$ cat config.mk
export PLATFORM = sky130hd
export DESIGN_NAME = ocpwm_channel
export DESIGN_NICKNAME = d
export VERILOG_FILES = /design/src/rtl/ocpwm_pkg.sv /design/src/rtl/ocpwm_ccr_buf.sv /design/src/rtl/ocpwm_refgen.sv /design/src/rtl/ocpwm_outstage.sv /design/src/rtl/ocpwm_channel.sv
export SDC_FILE = /design/constraint.sdc
export NUM_CORES = 1
export LEC_CHECK = 0
export BUFFER_PORTS_ARGS = -buffer_cell sky130_fd_sc_hd__buf_4
export CAP_MARGIN = 25
export CORE_ASPECT_RATIO = 0.7
export CORE_MARGIN = 2
export CORE_UTILIZATION = 55
export DETAILED_ROUTE_END_ITERATION = 12
export GPL_ROUTABILITY_DRIVEN = 0
export PLACE_DENSITY = 0.9
export SLEW_MARGIN = 25
export SYNTH_ARGS = -nofsm -noshare
export SYNTH_HDL_FRONTEND = slang
export SYNTH_SLANG_ARGS = --single-unit
$ cat constraint.sdc
create_clock -name clk_i -period 2.2 [get_ports clk_i]
set_input_delay 0.11 -clock clk_i [delete_from_list [all_inputs] [get_ports clk_i]]
set_output_delay 0.11 -clock clk_i [all_outputs]
set_load 0.05 [all_outputs]
$ cat src/rtl/ocpwm_pkg.sv
package ocpwm_pkg;

  typedef enum logic [2:0] {
    OCM_FROZEN = 3'b000,
    OCM_SET    = 3'b001,
    OCM_CLR    = 3'b010,
    OCM_TGL    = 3'b011,
    OCM_LO     = 3'b100,
    OCM_HI     = 3'b101,
    OCM_PWMA   = 3'b110,
    OCM_PWMB   = 3'b111
  } ocm_e;

  typedef struct packed {
    ocm_e mode;
    logic preload;
    logic invert;
    logic enable;
  } ocpwm_cfg_t;

  // Next reference level from mode, current level, arrival event and below flag.
  function automatic logic next_ref(input ocm_e mode, input logic cur,
                                    input logic evt, input logic lt);
    logic r;
    case (mode)
      OCM_FROZEN: r = cur;
      OCM_SET:    r = evt ? 1'b1 : cur;
      OCM_CLR:    r = evt ? 1'b0 : cur;
      OCM_TGL:    r = evt ? ~cur : cur;
      OCM_LO:     r = 1'b0;
      OCM_HI:     r = 1'b1;
      OCM_PWMA:   r = lt;
      default:    r = ~lt;
    endcase
    return r;
  endfunction

  // Pin level from reference, polarity and enable.
  function automatic logic pin_level(input logic rf, input logic inv, input logic en);
    return en & (rf ^ inv);
  endfunction

endpackage

$ cat src/rtl/ocpwm_ccr_buf.sv
module ocpwm_ccr_buf #(
  parameter int CNT_W = 16
) (
  input  logic             clk_i,
  input  logic             rst_ni,
  input  logic             preload_i,
  input  logic             we_i,
  input  logic [CNT_W-1:0] wdata_i,
  input  logic             upd_i,
  output logic [CNT_W-1:0] ccr_act_o
);
  logic [CNT_W-1:0] pre_q, act_q;
  logic [CNT_W-1:0] pre_next;

  assign pre_next = we_i ? wdata_i : pre_q;

  always_ff @(posedge clk_i or negedge rst_ni) begin
    if (!rst_ni) begin
      pre_q <= '0;
      act_q <= '0;
    end else begin
      pre_q <= pre_next;
      if (!preload_i) begin
        if (we_i) act_q <= wdata_i;
      end else if (upd_i) begin
        act_q <= pre_next;
      end
    end
  end

  assign ccr_act_o = act_q;
endmodule

$ cat src/rtl/ocpwm_refgen.sv
module ocpwm_refgen
  import ocpwm_pkg::*;
#(
  parameter int CNT_W = 16
) (
  input  logic             clk_i,
  input  logic             rst_ni,
  input  logic [CNT_W-1:0] cnt_i,
  input  logic             cnt_down_i,
  input  logic [CNT_W-1:0] ccr_i,
  input  ocm_e             mode_i,
  output logic             match_evt_o,
  output logic             below_o,
  output logic             ref_o
);
  logic [CNT_W-1:0] cnt_q;
  logic             dir_q, seen_q, ref_q;
  logic             arrival, equal;

  assign equal       = (cnt_i == ccr_i);
  assign arrival     = !seen_q || (cnt_i != cnt_q) || (cnt_down_i != dir_q);
  assign match_evt_o = equal && arrival;
  assign below_o     = (cnt_i < ccr_i);

  always_ff @(posedge clk_i or negedge rst_ni) begin
    if (!rst_ni) begin
      cnt_q  <= '0;
      dir_q  <= 1'b0;
      seen_q <= 1'b0;
      ref_q  <= 1'b0;
    end else begin
      cnt_q  <= cnt_i;
      dir_q  <= cnt_down_i;
      seen_q <= 1'b1;
      ref_q  <= next_ref(mode_i, ref_q, match_evt_o, below_o);
    end
  end

  assign ref_o = ref_q;
endmodule

$ cat src/rtl/ocpwm_outstage.sv
module ocpwm_outstage
  import ocpwm_pkg::*;
(
  input  logic ref_i,
  input  logic invert_i,
  input  logic enable_i,
  output logic pin_o
);
  assign pin_o = pin_level(ref_i, invert_i, enable_i);
endmodule

$ cat src/rtl/ocpwm_channel.sv
module ocpwm_channel
  import ocpwm_pkg::*;
#(
  parameter int CNT_W = 16
) (
  input  logic             clk_i,
  input  logic             rst_ni,
  input  logic [CNT_W-1:0] cnt_i,
  input  logic             cnt_down_i,
  input  logic             upd_i,
  input  logic             ccr_we_i,
  input  logic [CNT_W-1:0] ccr_wdata_i,
  input  logic             cfg_we_i,
  input  logic [2:0]       cfg_mode_i,
  input  logic             cfg_preload_i,
  input  logic             cfg_invert_i,
  input  logic             cfg_enable_i,
  output logic             pin_o
);
  ocpwm_cfg_t       cfg_q;
  logic [CNT_W-1:0] ccr_act;
  logic             match_evt, below, oc_ref;

  always_ff @(posedge clk_i or negedge rst_ni) begin
    if (!rst_ni) begin
      cfg_q <= '{mode: OCM_FROZEN, preload: 1'b0, invert: 1'b0, enable: 1'b0};
    end else if (cfg_we_i) begin
      cfg_q <= '{mode: ocm_e'(cfg_mode_i), preload: cfg_preload_i,
                 invert: cfg_invert_i, enable: cfg_enable_i};
    end
  end

  ocpwm_ccr_buf #(.CNT_W(CNT_W)) u_ccr (
    .clk_i(clk_i), .rst_ni(rst_ni), .preload_i(cfg_q.preload),
    .we_i(ccr_we_i), .wdata_i(ccr_wdata_i), .upd_i(upd_i), .ccr_act_o(ccr_act)
  );

  ocpwm_refgen #(.CNT_W(CNT_W)) u_ref (
    .clk_i(clk_i), .rst_ni(rst_ni), .cnt_i(cnt_i), .cnt_down_i(cnt_down_i),
    .ccr_i(ccr_act), .mode_i(cfg_q.mode), .match_evt_o(match_evt),
    .below_o(below), .ref_o(oc_ref)
  );

  ocpwm_outstage u_out (
    .ref_i(oc_ref), .invert_i(cfg_q.invert), .enable_i(cfg_q.enable), .pin_o(pin_o)
  );
endmodule

==> results of run 1 <==
metrics by stage:
step	total power [mW]	util	worst slack [ns]	instance area (um^2)	TNS (ns)
after global routing	2.858	0.7478	-0.05376	3517	-0.05376
after floorplan	1.526	-	0.3291	2656	0
after global placement	1.677	0.6449	0.2555	3033	0
after CTS	2.711	0.7353	0.08909	3458	0
after detailed placement	1.704	0.6449	0.2172	3033	0
final	2.697	0.7478	0.06797	3517	0
worst paths after layout:
check                                    start            endpoint  slack (ns)  depth (start not counted)
min in group asynchronous               rst_ni            cfg_q[3]        0.37                          2
max reg2reg                u_ccr.ccr_act_o[15]         u_ref.ref_o        0.15                          8
max                                  cnt_i[13]         u_ref.ref_o        0.07                          9
min                            ccr_wdata_i[14]     u_ccr.pre_q[14]        0.02                          2
min reg2reg                 u_ccr.ccr_act_o[5]  u_ccr.ccr_act_o[5]        0.50                          2
max in group asynchronous               rst_ni  u_ccr.ccr_act_o[3]        1.38                          2
timing repair:
action	in CTS	in global routing
gates resized for setup	0	1
endpoints found under the hold margin	79	5
hold buffers	23	5
endpoints found under the setup margin	0	1
area by class of cell:
cell class,instances,area [um^2]
multi-input cells,156,1139
clock buffers,12,155.1
repair buffers,72,610.6
inverters,20,75.07
fillers,312,1186
flip-flops and latches,57,1426
clock inverters,3,40.04
well taps,57,71.32
state kept, by name, indices dropped and copies added, names as in the netlist:
name / flops
u_ccr.ccr_act_o: 16
u_ccr.pre_q: 16
u_ref.cnt_q: 16
cfg_q: 6
u_ref.dir_q: 1
u_ref.ref_o: 1
u_ref.seen_q: 1
kinds of logic (layout without fill, tap and decap cells):
group / count (synthesis) / in the layout
and+or+nand+nor: 61 / 61
other: 1 / 1
buffers and inverters: 26 / 107
muxes: 22 / 22
adders and majority gates: 16 / 16
xor gates and xnor gates: 18 / 18
AOI/OAI and AO/OA: 38 / 38
DFF: 57 / 57
routing by layer:
metal / part of all wire / GRT usage / wire length [um]
met2: 0.45 / 0.3235 / 2403
met3: 0.063 / 0.09176 / 336
met4: 0.010 / 0.05469 / 55
met5: 0 / 0 / 0
met1: 0.48 / 0.3081 / 2568
cells in the mapped netlist:
cell                       number
sky130_fd_sc_hd__a211o_1        1
sky130_fd_sc_hd__a21o_1         2
sky130_fd_sc_hd__a21oi_1        8
sky130_fd_sc_hd__a31oi_1        1
sky130_fd_sc_hd__and2_1         1
sky130_fd_sc_hd__and4b_1        1
sky130_fd_sc_hd__buf_1          2
sky130_fd_sc_hd__buf_2          2
sky130_fd_sc_hd__clkbuf_1       2
sky130_fd_sc_hd__conb_1         1
sky130_fd_sc_hd__dfrtp_1       57
sky130_fd_sc_hd__ha_1          16
sky130_fd_sc_hd__inv_1         20
sky130_fd_sc_hd__mux2_2        21
sky130_fd_sc_hd__mux2i_1        1
sky130_fd_sc_hd__nand2_1        9
sky130_fd_sc_hd__nand2b_1       2
sky130_fd_sc_hd__nand3_1        4
sky130_fd_sc_hd__nand4_1        3
sky130_fd_sc_hd__nand4_2        2
sky130_fd_sc_hd__nor2_1        34
sky130_fd_sc_hd__nor2b_1        1
sky130_fd_sc_hd__nor3_1         1
sky130_fd_sc_hd__nor4_1         2
sky130_fd_sc_hd__nor4_2         1
sky130_fd_sc_hd__o211ai_1       1
sky130_fd_sc_hd__o21a_1         1
sky130_fd_sc_hd__o21ai_0        5
sky130_fd_sc_hd__o22ai_1       18
sky130_fd_sc_hd__o31a_1         1
sky130_fd_sc_hd__xnor2_1       13
sky130_fd_sc_hd__xor2_1         5
report_power, final:
group	total (mW)	internal, mW	switching, mW
Clock	0.969	0.575	0.395
Sequential	1.22	1.16	0.0670
Combinational	0.505	0.258	0.247
Total	2.70	1.99	0.709
==> flow_results.org, run 1 <==
** Routing
- Drt total wl :: around 5400 um
- In the routed layout, each cell is associated on average with a via count of 5.273.
- Number of optimization iterations in the first detailed-route pass :: 4
- Once detail routing completed, the nets flagged for antenna violations numbered 0.
- The routed layout has 1988 vias.
- Wire length per cell :: ~14 um
- Drt drc :: 0
- Number of DRC violations after detailed-routing iteration 0 :: between 60 and 70

** Finish
- Number of standard cells in the layout, taps in and fillers out :: ~380
- Commonest non-fill, non-tap cell in the layout :: sky130_fd_sc_hd__dfrtp_1
- From synthesis to final layout, the design area changed by 32.41%.
- Number of nets in the finished design :: approximately 380
- In the final layout, the share of cells above drive strength 1 is 0.2563.
- Count of inserted antenna diode cells :: 0
- Commonest cells after routing, fill and taps aside :: sky130_fd_sc_hd__dfrtp_1 (57), sky130_fd_sc_hd__buf_4 (44), sky130_fd_sc_hd__nor2_1 (34), sky130_fd_sc_hd__dlygate4sd3_1 (28), sky130_fd_sc_hd__mux2_2 (21)

** Logic synthesis
- Each instance of the synthesized netlist takes up on average approximately 11 um^2.
- The synthesized netlist contains 32 unique library cells.
- In the synthesized netlist, the number of instances is approximately 240.
- The cell area that synthesis handed to floorplanning was 2656 um^2.
- Simple-gate share of the synthesized area :: 0.1093
- Net count after synthesis :: about 300
- Of all cell types, the one taking the most synthesized area is sky130_fd_sc_hd__dfrtp_1.
- For this run, the register share of the synthesized area comes to 0.5370.
- Proportion of synthesized area in mux cells :: 0.09279
- Leading post-synthesis cells by cell area :: sky130_fd_sc_hd__dfrtp_1 (54%), sky130_fd_sc_hd__mux2_2 (8.9%), sky130_fd_sc_hd__ha_1 (7.5%)
- Post-synthesis adder-cell area fraction :: 0.07537
- Synthesis inferred 57 register bits.
- Synth Area in Compound Gates :: 0.08714
- After synthesis, the largest family of logic cells by area is simple AND/OR/NAND/NOR gates.
- During synthesis, Yosys emitted a total of 0 warnings.
- Post-Synth XOR/XNOR Area :: 0.05935
- Proportion of netlist area held by the largest area contributor :: 0.5370

** Place
- The number of placed instances, taps included, is 334.
- After legalization and detailed placement, the total HPWL measured 3721 um.
- Buffers placed on the I/O ports in this run total 44.

** Outcome
- Outcome :: completed

** Clock tree
- After clock tree synthesis, the setup repair step added 0 buffers.
- CTS max path bufs :: 2
- # clock sinks :: 57
- The later pin in the worst-skew pair is clocked with a latency of around 0.34 ns.
- The clock tree synthesis step divided the H-tree into 3 levels.
- Clock-pin slew was measured on the worst setup and hold paths at around 0.060 ns.
- TritonCTS built the clock tree.
- CTS root buf :: sky130_fd_sc_hd__clkbuf_8
- Inserted Clock Buffers :: 9

** Floorplanning
- I/O pins :: 45
- The initial utilization of the core area, before any placement, comes to 0.5648.
- The floorplan step set the die height to between 60 and 70 um.
- Std-Cell Core Area :: roughly 4700 um^2
- In this run the horizontal extent of the chip is 87.07 um.
- Number of rows in the core area :: 21
- Floorplan die area :: 5411 um^2

** Critical path
- STA classifies the critical path endpoint as a flip-flop.
- The worst setup path is of the in2reg kind.
- Counting both buffers and inverters, the worst setup path holds a total of 2.
- In this run the worst path has a maximum fanout of 3.
- Slowest stage delay, CP :: ~0.55 ns
- Ordered list of cells on the worst path :: dlygate4sd3_1, buf_4, ha_1, nand4_2, nor4_4, o21ai_0, and4b_1, mux2i_1, a211o_1
- The worst setup path is launched from an input pin.
- The cell family contributing the most delay on the critical path is simple AND/OR/NAND/NOR gates.
- For the worst setup path, the data required time is 2.42 ns.
- The slowest stage of the critical path is the sky130_fd_sc_hd__dlygate4sd3_1 cell.
- Data on the critical path arrives at its endpoint at ~2.4 ns.

** GRT
- Global routing finished with a remaining overflow of 0.
- Pin count of the biggest net entering global routing :: 58
- First-pass GRT wire length :: 9066 um
- The number of antenna violations at the first check in global routing is 0.
- In the global route stage, overall resource usage came out at 0.2213.
- The via count of the first global-routing pass is a little under 2000.

** Flow run
- Max-cap violations in this run came to 0.

** STA
- Slew headroom :: 0.5424
- Static timing analysis puts the maximum clock frequency at 469.0 MHz.
- Total setup violations reported at the end of the flow :: 0
- Share of the clock period used by the worst path :: 0.9691
- Worst Hold Slack :: around 0.016 ns
- Worst Skew :: approximately 0.0068 ns
- At the pin with the least slew margin, the transition time is ~0.69 ns.
- The max-slew violation count came to 0.
- Final hold violation count :: 0
- The worst path needs 2.132 ns of the cycle, external delays included.

** Worst hold path
- Worst min-delay path class :: in2reg

** Power and ir drop
- Power density normalized to cell area :: ~770 nW/um^2
- The worst-case IR drop observed on VDD is approximately 0.65 mV.
- The analysis attributes to cell leakage a power of 1.665 nW.
(Power assumes the default switching activity.)
==> run 2, diff against run 1 <==
--- a/config.mk
+++ b/config.mk
@@ -6,13 +6,11 @@
 export NUM_CORES = 1
 export LEC_CHECK = 0
 export BUFFER_PORTS_ARGS = -buffer_cell sky130_fd_sc_hd__buf_4
-export CAP_MARGIN = 25
 export CORE_ASPECT_RATIO = 0.7
 export CORE_MARGIN = 2
-export CORE_UTILIZATION = 55
+export CORE_UTILIZATION = 50
 export DETAILED_ROUTE_END_ITERATION = 12
-export GPL_ROUTABILITY_DRIVEN = 0
-export PLACE_DENSITY = 0.9
+export PLACE_DENSITY = 0.84
 export SLEW_MARGIN = 25
 export SYNTH_ARGS = -nofsm -noshare
 export SYNTH_HDL_FRONTEND = slang
==> flow_results.org, run 2 (synthesis gave the netlist of run 1 again) <==
** Outcome
- The run finished with clean final reports.

** Power and ir drop
- The worst ir drop on vdd was 0.4915 mV (-25%).
- The cell leakage power came to 1.683 nW (+1.1%).
- The power density over cell area is 757.4 nW/um^2 (-1.2%).

** Finish
- The layout cell share with drive strength beyond 1 is 0.2538 (-0.002427).
- Synthesis-to-layout area growth :: 35.42%
- Count of inserted antenna diode cells :: 0 (unchanged)
- The total of fill cells in the finished design came to 431 (+38%).
- Leaving out fill and tap cells, the most frequent cell in the layout is sky130_fd_sc_hd__dfrtp_1.
- The post-route non-filler standard cell count was 399 (+5.8%).
- Commonest cells after routing, fill and taps aside :: sky130_fd_sc_hd__dfrtp_1 (57), sky130_fd_sc_hd__buf_4 (44), sky130_fd_sc_hd__nor2_1 (34), sky130_fd_sc_hd__dlygate4sd3_1 (34), sky130_fd_sc_hd__mux2_2 (21)
- Number of nets in the finished design :: 382 (+1.6%)

** Critical path
- The endpoint identified for the worst register-to-register timing path is u_ref.ref_o.
- Critical setup path kind :: in2reg
- The required time of the worst setup path is 2.43 ns (about the same).
- The worst register-to-register path begins at u_ccr.ccr_act_o[11].
- The worst reg2reg path depth came to 8 (unchanged).
- The maximum fanout along the worst path was 3 (unchanged).
- Critical Path Sink Type :: flip-flop
- Arrival time of data at the critical path endpoint :: 2.32 ns (-0.03 ns)
- The slack of the worst reg-to-reg path is 0.16 ns (about the same).
- Critical path launch point type :: input pin

** Routing
- Number of DRC violations after detailed-routing iteration 0 :: 133 (+110%)
- The per-cell routed wire length is 15.19 um (+6.7%).
- Drt drc :: 0 (unchanged)
- The number of detailed-routing iterations run before antenna repair is 4 (unchanged).
- The final wirelength is 6060 um (+13%).
- Post-DRT Antenna Nets :: 0 (unchanged)
- Routed via count :: 2015 (+1.4%)
- The ratio of routed vias to standard cells came to 5.050 (-4.2%).

** Floorplanning
- The core box area came to 5175 um^2 (+10%).
- I/O pins :: 45 (unchanged)
- The count of standard-cell rows was 22 (+4.8%).
- Effective utilization at floorplan :: 0.5133 (-0.05148)
- The chip width is 91.12 um (+4.7%).
- Floorplan die area :: 5921 um^2 (+9.4%)
- The die span in y is 64.98 um (+4.6%).

** Clock tree
- Number of buffers added for setup after CTS :: 0 (unchanged)
- The clock latency on the worst-skew pair is 0.34 ns (about the same).
- The deepest level of the CTS H-tree came to 3 (unchanged).
- # clock sinks :: 57 (unchanged)
- The cell sitting at the root of the clock tree is a sky130_fd_sc_hd__clkbuf_8.
- CTS max path bufs :: 2 (unchanged)
- TritonCTS clock tree :: yes
- The clock transition at the registers of the reported paths came to 0.07 ns (about the same).
- Inserted Clock Buffers :: 9 (unchanged)

** GRT
- The via count of the first global-routing pass was 2092 (+7.3%).
- Pin count of the biggest net entering global routing :: 58 (unchanged)
- The final global-route overflow total was 0 (unchanged).
- Tot GR Track Use :: 0.2301 (+0.008798)
- First-pass GRT wire length :: 10150 um (+12%)
- The number of antenna violations at the first check in global routing came to 0 (unchanged).

** Worst hold path
- The min-delay analysis places its worst path in the category in2reg.
- The depth of the worst hold-timing path was 2 (unchanged).
- Worst hold path endpoint :: u_ccr.pre_q[0]
- In this run the most critical hold path is launched from ccr_wdata_i[0].

** STA
- The peak clock frequency supported by timing came to 477.5 MHz (+1.8%).
- Share of the clock period used by the worst path :: 0.9518 (-0.01727)
- The pin slew with the least headroom to its limit was 0.7135 ns (+0.02709 ns).
- Count of pins over their slew limit :: 0 (unchanged)
- The worst slew slack as a fraction of its limit is 0.5243 (-0.01806).
- Total negative setup slack :: 0 ns (unchanged)
- The largest clock skew in the final design came to 0.005187 ns (-0.001595 ns).
- Total setup violations reported at the end of the flow :: 0 (unchanged)
- The minimum clock period after layout was 2.094 ns (-0.03799 ns).
- Final hold violation count :: 0 (unchanged)

** Place
- Routability congestion estimate from global placement :: about 0.77
- The number of port buffers came to 44 (unchanged).
- The HPWL reported at the end of detailed placement came to 3978 um (+6.9%).
- Placed instance count :: 349 (+4.5%)

** Flow run
- Max-capacitance violation count :: 0 (unchanged)
## run 2: cell types whose count changed in the layout (fill, tap and decap cells not counted), sizes merged
cell | previous run | this run
clkinvlp | 0 | 2
clkbuf | 12 | 11
dlygate4sd3 | 28 | 34
## run 2: stage by stage
stage	worst slack, ns	util	instance area, um^2	hold WS [ns]	total power, mW
after floorplan	0.3291	-	2656	-0.1856	1.526
after global placement	0.2572	0.5897	3052	0.2091	1.681
after detailed placement	0.1955	0.5897	3052	0.2093	1.707
after CTS	0.1510	0.6896	3568	0.0008742	2.724
after global routing	-0.02522	0.6951	3597	0.0009987	2.877
final	0.1060	0.6951	3597	0.01214	2.725
## run 2: cell type report
| class | count | area, um^2 | share of cell area |
|---|---|---|---|
| clock buffers | 11 | 141.4 | 0.03930 |
| clock inverters | 5 | 55.05 | 0.01530 |
| inverters | 20 | 75.07 | 0.02087 |
| multi-input cells | 156 | 1139 | 0.3165 |
| flip-flops and latches | 57 | 1426 | 0.3965 |
| well taps | 72 | 90.09 | 0.02504 |
| repair buffers | 78 | 670.6 | 0.1864 |
## run 2: power breakdown
part | switching [mW] | internal [mW]
sequential | 0.0703 | 1.16
clock | 0.424 | 0.549
combinational | 0.260 | 0.265
total | 0.754 | 1.97
## run 2: metal layers
layer | vias up | wire length, um | global-route usage
met5 | - | 0 | 0
met4 | 0 | 143 | 0.08144
met3 | 20 | 404 | 0.1000
met2 | 59 | 2800 | 0.3546
met1 | 948 | 2710 | 0.2915
li1 | 988 | - | -
## run 2: how the worst max path moves through the flow
stage	startpoint	endpoint	slack, ns	cells past startpoint
2_1_floorplan	u_ccr.ccr_act_o[15]	u_ref.ref_o	0.33	7
3_3_place_gp	u_ccr.ccr_act_o[15]	u_ref.ref_o	0.26	7
3_5_place_dp	u_ccr.ccr_act_o[15]	u_ref.ref_o	0.20	7
4_1_cts	cnt_i[15]	u_ref.ref_o	0.15	8
5_1_grt	cnt_i[11]	u_ref.ref_o	-0.03	9
6_report	cnt_i[11]	u_ref.ref_o	0.11	9
## run 2: critical path: stages
cell and delay [ns]:
sky130_fd_sc_hd__dlygate4sd3_1 0.54, sky130_fd_sc_hd__buf_4 0.15, sky130_fd_sc_hd__ha_1 0.32, sky130_fd_sc_hd__nand4_2 0.15, sky130_fd_sc_hd__nor4_4 0.28, sky130_fd_sc_hd__o21ai_0 0.15
sky130_fd_sc_hd__and4b_1 0.24, sky130_fd_sc_hd__mux2i_1 0.13, sky130_fd_sc_hd__a211o_1 0.23
## run 2: timing repair
item	CTS	global route
endpoints found under the hold margin	88	2
resized for setup	0	1
endpoints found under the setup margin	0	1
hold buffers	32	2
==> run 3, diff against run 2 <==
--- a/config.mk
+++ b/config.mk
@@ -5,12 +5,12 @@
 export SDC_FILE = /design/constraint.sdc
 export NUM_CORES = 1
 export LEC_CHECK = 0
-export BUFFER_PORTS_ARGS = -buffer_cell sky130_fd_sc_hd__buf_4
 export CORE_ASPECT_RATIO = 0.7
 export CORE_MARGIN = 2
 export CORE_UTILIZATION = 50
 export DETAILED_ROUTE_END_ITERATION = 12
-export PLACE_DENSITY = 0.84
+export DONT_BUFFER_PORTS = 1
+export PLACE_DENSITY = 0.77
 export SLEW_MARGIN = 25
 export SYNTH_ARGS = -nofsm -noshare
 export SYNTH_HDL_FRONTEND = slang
==> flow_results.org, run 3 (synthesis gave the netlist of run 1 again) <==
** Outcome
- The run finished with clean final reports.

** Floorplanning
- Die X-Extent :: 91.12 um (unchanged)
- I/O pins :: 45 (unchanged)
- Std-Cell Core Area :: 5175 um^2 (unchanged)
- Effective utilization at floorplan :: 0.5133 (unchanged)
- The total die area was 5921 um^2 (unchanged).
- The count of standard-cell rows came to 22 (unchanged).
- Height of the die :: 64.98 um (unchanged)

** GRT
- Pin count of the biggest net entering global routing :: 58 (unchanged)
- The total global routing track utilization was 0.2116 (-0.01843).
- First-pass GRT wire length :: 9363 um (-7.7%)
- GRT overflow :: 0 (unchanged)
- The via count of the first global-routing pass is 1938 (-7.4%).
- Antenna violations before repair :: 0 (unchanged)

** Finish
- Relative to the synthesized area, the layout overhead comes to 26.19%.
- Commonest cells after routing, fill and taps aside :: sky130_fd_sc_hd__dfrtp_1 (57), sky130_fd_sc_hd__dlygate4sd3_1 (44), sky130_fd_sc_hd__nor2_1 (34), sky130_fd_sc_hd__mux2_2 (21), sky130_fd_sc_hd__inv_1 (20)
- Number of nets in the finished design :: 349 (-8.6%)
- The antenna diode count came to 0 (unchanged).
- The final cell utilization of the core came to 0.6477 (-0.04739).
- Share of cells above drive strength 1 :: 0.1297 (-0.1241)
- Commonest non-fill, non-tap cell in the layout :: sky130_fd_sc_hd__dfrtp_1
- Filler Cells Inserted :: 449 (+4.2%)

** Place
- HPWL Detailed :: 3560 um (-11%)
- The number of port buffers came to 0 (-100%).
- Routability congestion estimate from global placement :: 0.7870 (+1.9%)

** STA
- The worst slew slack as a fraction of its limit came to 0.4504 (-0.07395).
- Share of the clock period used by the worst path :: 0.9153 (-0.03652)
- Final hold violation count :: 0 (unchanged)
- Slew at the pin closest to its max-slew limit :: 0.8217 ns (+0.1082 ns)
- Worst Skew :: 0.007217 ns (+0.002030 ns)
- The max-slew violation count is 0 (unchanged).
- The minimum clock period after layout was 2.014 ns (-0.08033 ns).
- The setup TNS was 0 ns (unchanged).
- The total of endpoints with negative setup slack in the final report is 0 (unchanged).
- The peak clock frequency supported by timing was 496.6 MHz (+4.0%).
- RSZ-0062 raised after global routing :: false

** Clock tree
- Post-cts sizing count :: 0 (unchanged)
- The maximum buffer depth of the clock tree came to 2 (unchanged).
- CTS clk-pin slew, worst paths :: 0.06 ns (about the same)
- TritonCTS built the clock tree.
- Clock latency of the later-clocked register in the worst-skew pair :: 0.34 ns (about the same)
- The cell sitting at the root of the clock tree is a sky130_fd_sc_hd__clkbuf_8.
- Inserted Clock Buffers :: 9 (unchanged)
- # clock sinks :: 57 (unchanged)
- H-Tree Level Count :: 3 (unchanged)

** Critical path
- Largest fanout on the critical path :: 3 (unchanged)
- The slack of the worst reg-to-reg path is 0.19 ns (+0.03 ns).
- STA classifies the critical path endpoint as a flip-flop.
- Worst path required time :: 2.42 ns (about the same)
- The data arrival time at the worst-slack endpoint came to 2.23 ns (-0.09 ns).
- The worst reg2reg path depth came to 8 (unchanged).
- The worst register-to-register path begins at u_ccr.ccr_act_o[15].
- The worst register-to-register path ends at u_ref.ref_o.
- Critical path launch point type :: flip-flop
- The worst setup path is of the reg2reg kind.

** Routing
- DR vias/cell :: 5.159 (+2.2%)
- The final wirelength came to 5540 um (-8.6%).
- The remaining design rule violation count came to 0 (unchanged).
- The total vias in the final route came to 1883 (-6.6%).
- The per-cell routed wire length came to 15.18 um (about the same).
- Post-DRT Antenna Nets :: 0 (unchanged)
- The iteration-0 DRC count of the detailed router came to 65 (-51%).
- The number of detailed-routing iterations run before antenna repair was 4 (unchanged).

** Worst hold path
- Worst min-delay path class :: in2reg
- The worst hold path terminates at u_ccr.ccr_act_o[10].
- Startpoint of the lowest-slack hold path :: ccr_wdata_i[10]
- Worst hold path stage count :: 2 (unchanged)

** Flow run
- Max-capacitance violation count :: 0 (unchanged)

** Power and ir drop
- Power density normalized to cell area :: 745.0 nW/um^2 (-1.6%)
- The cell leakage power came to 1.505 nW (-11%).
- IR Drop Worst-Case VDD :: 0.6549 mV (+33%)
run 3: worst max-delay path by stage:
| stage | from | to |
|---|---|---|
| after floorplan | u_ccr.ccr_act_o[15] | u_ref.ref_o |
| after global placement | u_ccr.ccr_act_o[15] | u_ref.ref_o |
| after detailed placement | u_ccr.ccr_act_o[15] | u_ref.ref_o |
| after CTS | u_ccr.ccr_act_o[15] | u_ref.ref_o |
| after global routing | u_ccr.ccr_act_o[15] | u_ref.ref_o |
| final | u_ccr.ccr_act_o[15] | u_ref.ref_o |
run 3: timing repair:
item	CTS	global route
hold buffers	45	0
hold endpoints to repair	111	0
setup buffers	0	0
run 3: metrics by stage:
stage	std cells	setup slack, ns	total power [mW]	hold slack, ns	cell area (um^2)
floorplan	239	0.3291	1.526	-0.1856	2656
global placement	305	0.2548	1.572	-0.1836	2721
detailed placement	305	0.1841	1.592	-0.1837	2721
CTS	365	0.1671	2.525	0.0008729	3352
global route	365	0.02357	2.648	0.02494	3352
finish	365	0.1863	2.497	0.02042	3352
run 3: layer usage:
| metal | part of all wire | routed length, um | global-route usage |
|---|---|---|---|
| met3 | 0.063 | 351 | 0.08023 |
| met4 | 0.015 | 83 | 0.08523 |
| met5 | 0 | 0 | 0 |
| met1 | 0.49 | 2726 | 0.2844 |
| met2 | 0.43 | 2380 | 0.3102 |
run 3: area by class of cell:
class,instances,area (um^2),area share
Clock inverter,3,17.52,0.005226
Tap cell,72,90.09,0.02688
Sequential cell,57,1426,0.4255
Clock buffer,12,145.1,0.04330
Multi-Input combinational cell,156,1130,0.3371
Timing Repair Buffer,45,467.9,0.1396
Inverter,20,75.07,0.02240
run 3: power breakdown:
group | internal [mW] | switching (mW)
combinational | 0.230 | 0.221
sequential | 1.16 | 0.0701
clock | 0.429 | 0.391
run 3: critical path, cell delays in order (launching register included):
cell	delay [ns]
sky130_fd_sc_hd__dfrtp_1	0.37
sky130_fd_sc_hd__inv_1	0.05
sky130_fd_sc_hd__ha_1	0.29
sky130_fd_sc_hd__nand4_2	0.14
sky130_fd_sc_hd__nor4_2	0.32
sky130_fd_sc_hd__o21ai_0	0.12
sky130_fd_sc_hd__and4b_1	0.24
sky130_fd_sc_hd__mux2i_1	0.13
sky130_fd_sc_hd__a211o_1	0.23
